<file path="config.mk">
export PLATFORM = sky130hd
export DESIGN_NAME = sync_byte_rx
export DESIGN_NICKNAME = d
export VERILOG_FILES = /design/src/rtl/sbr_pkg.sv /design/src/rtl/sbr_sync.sv /design/src/rtl/sbr_clkgen.sv /design/src/rtl/sbr_shift.sv /design/src/rtl/sync_byte_rx.sv
export SDC_FILE = /design/constraint.sdc
export NUM_CORES = 1
export LEC_CHECK = 0
export ABC_AREA = 1
export CORE_MARGIN = 2
export CORE_UTILIZATION = 25
export CTS_CLUSTER_SIZE = 40
export DETAILED_ROUTE_END_ITERATION = 8
export DONT_BUFFER_PORTS = 1
export PLACE_DENSITY = 0.5
export SLEW_MARGIN = 40
export SYNTH_ARGS = -nofsm -noshare
export SYNTH_HDL_FRONTEND = slang
export SYNTH_SLANG_ARGS = --single-unit
export TNS_END_PERCENT = 10
</file>
<file path="constraint.sdc">
create_clock -name clk_i -period 2.55 [get_ports clk_i]
set_clock_uncertainty 0.05 [all_clocks]
set_input_delay 0.1275 -clock clk_i [delete_from_list [all_inputs] [get_ports clk_i]]
set_output_delay 0.1275 -clock clk_i [all_outputs]
set_load 0.01 [all_outputs]
</file>
<file path="src/rtl/sbr_pkg.sv">
package sbr_pkg;
  localparam int BYTE_W  = 8;
  localparam int DIV_W   = 4;
  localparam int SYNC_N  = 2;
  localparam int BCNT_W  = $clog2(BYTE_W);
  localparam int HALF_W  = (1 << DIV_W) - 1;
  typedef logic [BYTE_W-1:0] byte_t;
endpackage

</file>
<file path="src/rtl/sbr_sync.sv">
module sbr_sync #(
  parameter int          W       = 2,
  parameter int          STAGES  = 2,
  parameter logic [W-1:0] RST_VAL = '1
) (
  input  logic         clk_i,
  input  logic         rst_ni,
  input  logic [W-1:0] d_i,
  output logic [W-1:0] q_o,
  output logic [W-1:0] rise_o
);
  logic [W-1:0] stg [STAGES];
  logic [W-1:0] prev_q;

  for (genvar s = 0; s < STAGES; s++) begin : g_stage
    if (s == 0) begin : g_first
      always_ff @(posedge clk_i or negedge rst_ni)
        if (!rst_ni) stg[s] <= RST_VAL;
        else         stg[s] <= d_i;
    end else begin : g_next
      always_ff @(posedge clk_i or negedge rst_ni)
        if (!rst_ni) stg[s] <= RST_VAL;
        else         stg[s] <= stg[s-1];
    end
  end

  always_ff @(posedge clk_i or negedge rst_ni)
    if (!rst_ni) prev_q <= RST_VAL;
    else         prev_q <= stg[STAGES-1];

  assign q_o    = stg[STAGES-1];
  assign rise_o = stg[STAGES-1] & ~prev_q;
endmodule

</file>
<file path="src/rtl/sbr_clkgen.sv">
module sbr_clkgen #(
  parameter int DIV_W = 4
) (
  input  logic             clk_i,
  input  logic             rst_ni,
  input  logic             run_en_i,
  input  logic [DIV_W-1:0] div_sel_i,
  input  logic             stop_req_i,
  input  logic             byte_done_i,
  output logic             sclk_o,
  output logic             rise_o
);
  localparam int HALF_W = (1 << DIV_W) - 1;

  logic [HALF_W-1:0] div_cnt;
  logic [HALF_W-1:0] half_m1;
  logic              sclk_q, halted_q, pend_q;
  logic              run, tick;

  assign half_m1 = ~({HALF_W{1'b1}} << div_sel_i);
  assign run     = run_en_i && !halted_q;
  assign tick    = div_cnt >= half_m1;
  assign rise_o  = run && tick && !sclk_q;

  always_ff @(posedge clk_i or negedge rst_ni) begin
    if (!rst_ni) begin
      div_cnt  <= '0;
      sclk_q   <= 1'b1;
      halted_q <= 1'b0;
      pend_q   <= 1'b0;
    end else if (!run_en_i) begin
      div_cnt  <= '0;
      sclk_q   <= 1'b1;
      halted_q <= 1'b0;
      pend_q   <= 1'b0;
    end else begin
      if (stop_req_i && !halted_q) pend_q <= 1'b1;
      // stop lands on the rising edge that ends a byte, so the line parks high
      if (byte_done_i && (pend_q || stop_req_i)) begin
        halted_q <= 1'b1;
        pend_q   <= 1'b0;
      end
      if (run) begin
        if (tick) begin
          div_cnt <= '0;
          sclk_q  <= ~sclk_q;
        end else begin
          div_cnt <= div_cnt + 1'b1;
        end
      end
    end
  end

  assign sclk_o = sclk_q;
endmodule

</file>
<file path="src/rtl/sbr_shift.sv">
module sbr_shift #(
  parameter int BYTE_W = 8
) (
  input  logic              clk_i,
  input  logic              rst_ni,
  input  logic              en_i,
  input  logic              sample_i,
  input  logic              bit_i,
  input  logic              rd_i,
  input  logic              ovr_clr_i,
  output logic [BYTE_W-1:0] data_o,
  output logic              full_o,
  output logic              ovr_o,
  output logic              byte_done_o
);
  localparam int BCNT_W = $clog2(BYTE_W);
  localparam logic [BCNT_W-1:0] LAST = BCNT_W'(BYTE_W - 1);

  logic [BCNT_W-1:0] bcnt;
  logic [BYTE_W-1:0] sh_q, sh_d, buf_q;
  logic              full_q, ovr_q;

  assign sh_d        = {bit_i, sh_q[BYTE_W-1:1]};
  assign byte_done_o = en_i && sample_i && (bcnt == LAST);

  always_ff @(posedge clk_i or negedge rst_ni) begin
    if (!rst_ni) begin
      bcnt   <= '0;
      sh_q   <= '0;
      buf_q  <= '0;
      full_q <= 1'b0;
      ovr_q  <= 1'b0;
    end else if (!en_i) begin
      bcnt   <= '0;
      sh_q   <= '0;
      buf_q  <= '0;
      full_q <= 1'b0;
      ovr_q  <= 1'b0;
    end else begin
      if (sample_i) begin
        sh_q <= sh_d;
        bcnt <= (bcnt == LAST) ? '0 : bcnt + 1'b1;
      end
      if (byte_done_o && !full_q) buf_q <= sh_d;
      if (byte_done_o && !full_q) full_q <= 1'b1;
      else if (rd_i)              full_q <= 1'b0;
      if (byte_done_o && full_q)  ovr_q <= 1'b1;
      else if (ovr_clr_i)         ovr_q <= 1'b0;
    end
  end

  assign data_o = buf_q;
  assign full_o = full_q;
  assign ovr_o  = ovr_q;
endmodule

</file>
<file path="src/rtl/sync_byte_rx.sv">
module sync_byte_rx
  import sbr_pkg::*;
(
  input  logic             clk_i,
  input  logic             rst_ni,
  input  logic             en_i,
  input  logic             master_i,
  input  logic [DIV_W-1:0] div_sel_i,
  input  logic             stop_req_i,
  input  logic             rd_i,
  input  logic             ovr_clr_i,
  input  logic             sclk_i,
  input  logic             sdat_i,
  output logic             sclk_o,
  output logic             sclk_oe_o,
  output logic [BYTE_W-1:0] rx_data_o,
  output logic             full_o,
  output logic             ovr_o
);
  logic [1:0] pin_q, pin_rise;
  logic       m_rise, sample, rx_bit, byte_done, m_run_en;

  sbr_sync #(.W(2), .STAGES(SYNC_N), .RST_VAL(2'b11)) u_sync (
    .clk_i  (clk_i),
    .rst_ni (rst_ni),
    .d_i    ({sdat_i, sclk_i}),
    .q_o    (pin_q),
    .rise_o (pin_rise)
  );

  assign m_run_en = en_i && master_i;

  sbr_clkgen #(.DIV_W(DIV_W)) u_clkgen (
    .clk_i       (clk_i),
    .rst_ni      (rst_ni),
    .run_en_i    (m_run_en),
    .div_sel_i   (div_sel_i),
    .stop_req_i  (stop_req_i),
    .byte_done_i (byte_done),
    .sclk_o      (sclk_o),
    .rise_o      (m_rise)
  );

  assign sample = master_i ? m_rise : pin_rise[0];
  assign rx_bit = master_i ? sdat_i : pin_q[1];

  sbr_shift #(.BYTE_W(BYTE_W)) u_shift (
    .clk_i       (clk_i),
    .rst_ni      (rst_ni),
    .en_i        (en_i),
    .sample_i    (sample),
    .bit_i       (rx_bit),
    .rd_i        (rd_i),
    .ovr_clr_i   (ovr_clr_i),
    .data_o      (rx_data_o),
    .full_o      (full_o),
    .ovr_o       (ovr_o),
    .byte_done_o (byte_done)
  );

  assign sclk_oe_o = m_run_en;
endmodule

</file>
==> reports/results.ini <==
[status]
status = finished, final reports clean

[grt]
grt_first_pass_wirelength_um = 8600
antenna_found_initial = 0
grt_max_degree = 44
grt_overflow = 0
grt_pass1_vias = 1797
grt_usage = 0.105

[final_layout]
syn2layout_area_growth_pct = 14.1
fin_util = 0.297
layout_commonest_cell = nand2_1
num_antenna_cells = 0
final_layout_size_suffix_gt1_frac = 0.0958
final_cell_mix = 82 x nand2_1, 36 x inv_1, 36 x dfrtp_1
finalNetCount = 343

[clocking]
clockBufferDepth = 2
clk_pin_slew_ns = 0.09
cts_max_level = 2
cts_root_buffer = clkbuf_8
clkLatencyLatePin_ns = 0.29
cts_buffers = 5
clock-sinks = 43
cts_tree = built

[logic_synthesis]
synth-adder-area-share = 0.0927
synth_fp_nets = 331
synth_ff_type = dfrtp_1
syn_area_per_cell_um2 = 8.10
synthXorXnorAreaFrac = 0.0216
synth_mux_area_frac = 0
synth.cell_area_um2 = 2430
async_reset_ff_frac = 1.00
yosys.area_share.simple = 0.285
seq_area_frac_synth = 0.446
yosysTopAreaCell = dfrtp_1
synth_compound_area_frac = 0.0799
synth_area_leaders = dfrtp_1 38%, nand2_1 13%, ha_1 9.3%
synth_top_family_by_area = simple AND/OR/NAND/NOR gates
synth_cell_types = 31
synth_cells = 300
netlist.area_leader.share = 0.381
yosysWarnings = 0
synth_edf_count = 0
synth-seq-cells = 43

[sta]
fmax_mhz = 419
rsz0062_at_grt = false
slew_viol_final = 0
setup_viol = 0
min_period_ns = 2.38
period_share = 0.935
max_slew_margin = 0.505
worst_pin_slew_ns = 0.740
hold_ws_ns = 0.0645
fin_tns_setup_ns = 0
hold_viol_final = 0

[die]
die_w_um = 103
io_pins = 25
core_area_um2 = 9330
dieArea_um2 = 10500
die_y_um = 103
row_count = 35
start_util = 0.260

[job]
drv_cap = 0

[critical_path]
crit_required_ns = 2.68
worst_setup_path_end_kind = register
worstSetupStartpointType = register
critical_path.max_fanout = 7
critPathKind = register to register
crit_arrival_ns = 2.52

[routing]
drtAntennaViolNets = 0
drtIter0Drc = 75
dr.pass1.iters = 4
routed_via_density = 4.32
routedWlPerCell_um = 11.6
vias = 1908
drc_errors = 0
wirelength_um = 5140

[pwr]
ir_drop_v = 0.000296
p_sw_uw = 309
pwr-share-clk = 0.369
combPwrFrac = 0.073
p_seq_frac = 0.558
power_leakage_uw = 0.00139
power_per_cell_area_nw_per_um2 = 454
netSwitchingFraction = 0.246
intPower_uw = 949

[placed_design]
dpl.hpwl_um = 3780
gp_congestion = 0.742
port_buffers = 0

[worst_hold_path]
min_path_type = input port to register

## cell type report
type / count / area [um2]
sequential: 43 / 1080
timing repair buffer: 12 / 123
tap: 129 / 161
inverter: 37 / 139
fill: 1002 / 6560
clock inverter: 2 / 16.3
multi-input combinational: 213 / 1160
clock buffer: 6 / 82.6
## state kept, by name, summed over array words and instances (netlist names)
signal / count
u_shift.full_o: 1
u_clkgen.div_cnt: 15
u_shift.sh_q: 7
u_clkgen.pend_q: 1
u_sync.stg: 2
u_shift.data_o: 8
u_shift.bcnt: 3
u_clkgen.halted_q: 1
u_shift.ovr_o: 1
u_sync.q_o: 2
u_sync.prev_q: 1
u_clkgen.sclk_o: 1
## worst max-delay path, cell delays in order (launching register included)
cell and delay, ns:
dfrtp_2 0.45, ha_1 0.32, nand2_1 0.08, inv_1 0.04, a21oi_1 0.15, nand2_1 0.07
nand2_1 0.07, nand3_2 0.08, nand2_1 0.09, nand2_2 0.12, nand4_4 0.14, o31ai_1 0.07
dlygate4sd3_1 0.55
## synthesized netlist by cell type (2+ instances only)
library cell / count
nand2_1: 82
ha_1: 18
dfrtp_1: 37
xnor2_1: 3
a211oi_1: 2
a21oi_1: 8
inv_1: 36
nand2_2: 2
o21a_1: 3
nand4_1: 3
clkbuf_1: 3
and3_1: 2
xor2_1: 3
o21ai_0: 20
nor3_1: 6
buf_6: 2
nor2_4: 2
dfstp_2: 6
nand3_2: 2
nand3_1: 17
nor3b_1: 2
nor2_1: 32
## power by group through the flow
stage / Combinational [uW] / Clock [uW] / Sequential, uW
final: 91.4 / 464 / 702
after global placement: 61.1 / 0 / 715
after detailed placement: 61.5 / 0 / 715
after global routing: 106 / 509 / 704
after floorplan: 57.4 / 0 / 713
after CTS: 91.8 / 482 / 702
## path summary, 6_finish.rpt
| check | startpoint | endpoint | slack [ns] | cells past startpoint |
|---|---|---|---|---|
| max | u_clkgen.div_cnt[6]$_DFFE_PN0P_ | u_shift.full_o$_DFFE_PN0P_ | 0.17 | 12 |
| min | en_i | u_shift.data_o[7]$_DFFE_PN0P_ | 0.06 | 4 |
| max reg2reg | u_clkgen.div_cnt[6]$_DFFE_PN0P_ | u_shift.full_o$_DFFE_PN0P_ | 0.17 | 12 |
| min reg2reg | u_sync.stg[3]$_DFF_PN1_ | u_sync.q_o[1]$_DFF_PN1_ | 0.31 | 0 |
| max in group asynchronous | rst_ni | u_clkgen.sclk_o$_DFFE_PN1P_ | 1.94 | 2 |
| min in group asynchronous | rst_ni | u_shift.data_o[3]$_DFFE_PN0P_ | 0.23 | 2 |
## routing by layer
| metal | share of wire | vias up | track usage |
|---|---|---|---|
| li1 | - | 984 | - |
| met1 | 0.50 | 883 | 0.148 |
| met2 | 0.45 | 39 | 0.162 |
| met3 | 0.047 | 2 | 0.0292 |
| met4 | 0.0047 | 0 | 0.0246 |
| met5 | 0 | - | 0 |
## cells by family after synthesis
kind of cell    count (synthesis)
flops                          43
simple gates                  154
fa+ha+maj                      18
xor+xnor                        6
compound gates                 35
buf+inv                        44
## per-stage QoR
stage          total power, uW  setup WS [ns]  cells  instance area (um2)
3_3_place_gp               776          0.455    424                 2560
3_5_place_dp               777          0.413    424                 2560
5_1_grt                   1320         0.0262    442                 2770
4_1_cts                   1280         0.0687    440                 2750
2_1_floorplan              770          0.534    300                 2430
6_report                  1260          0.166    442                 2770
## what timing repair did
action	CTS	global route
setup buffers	0	1
setup endpoints to repair	0	1
gates resized for setup	0	1
endpoints found under the hold margin	65	1
hold buffers	8	1
Note: power is estimated with default switching activity, not from simulation.
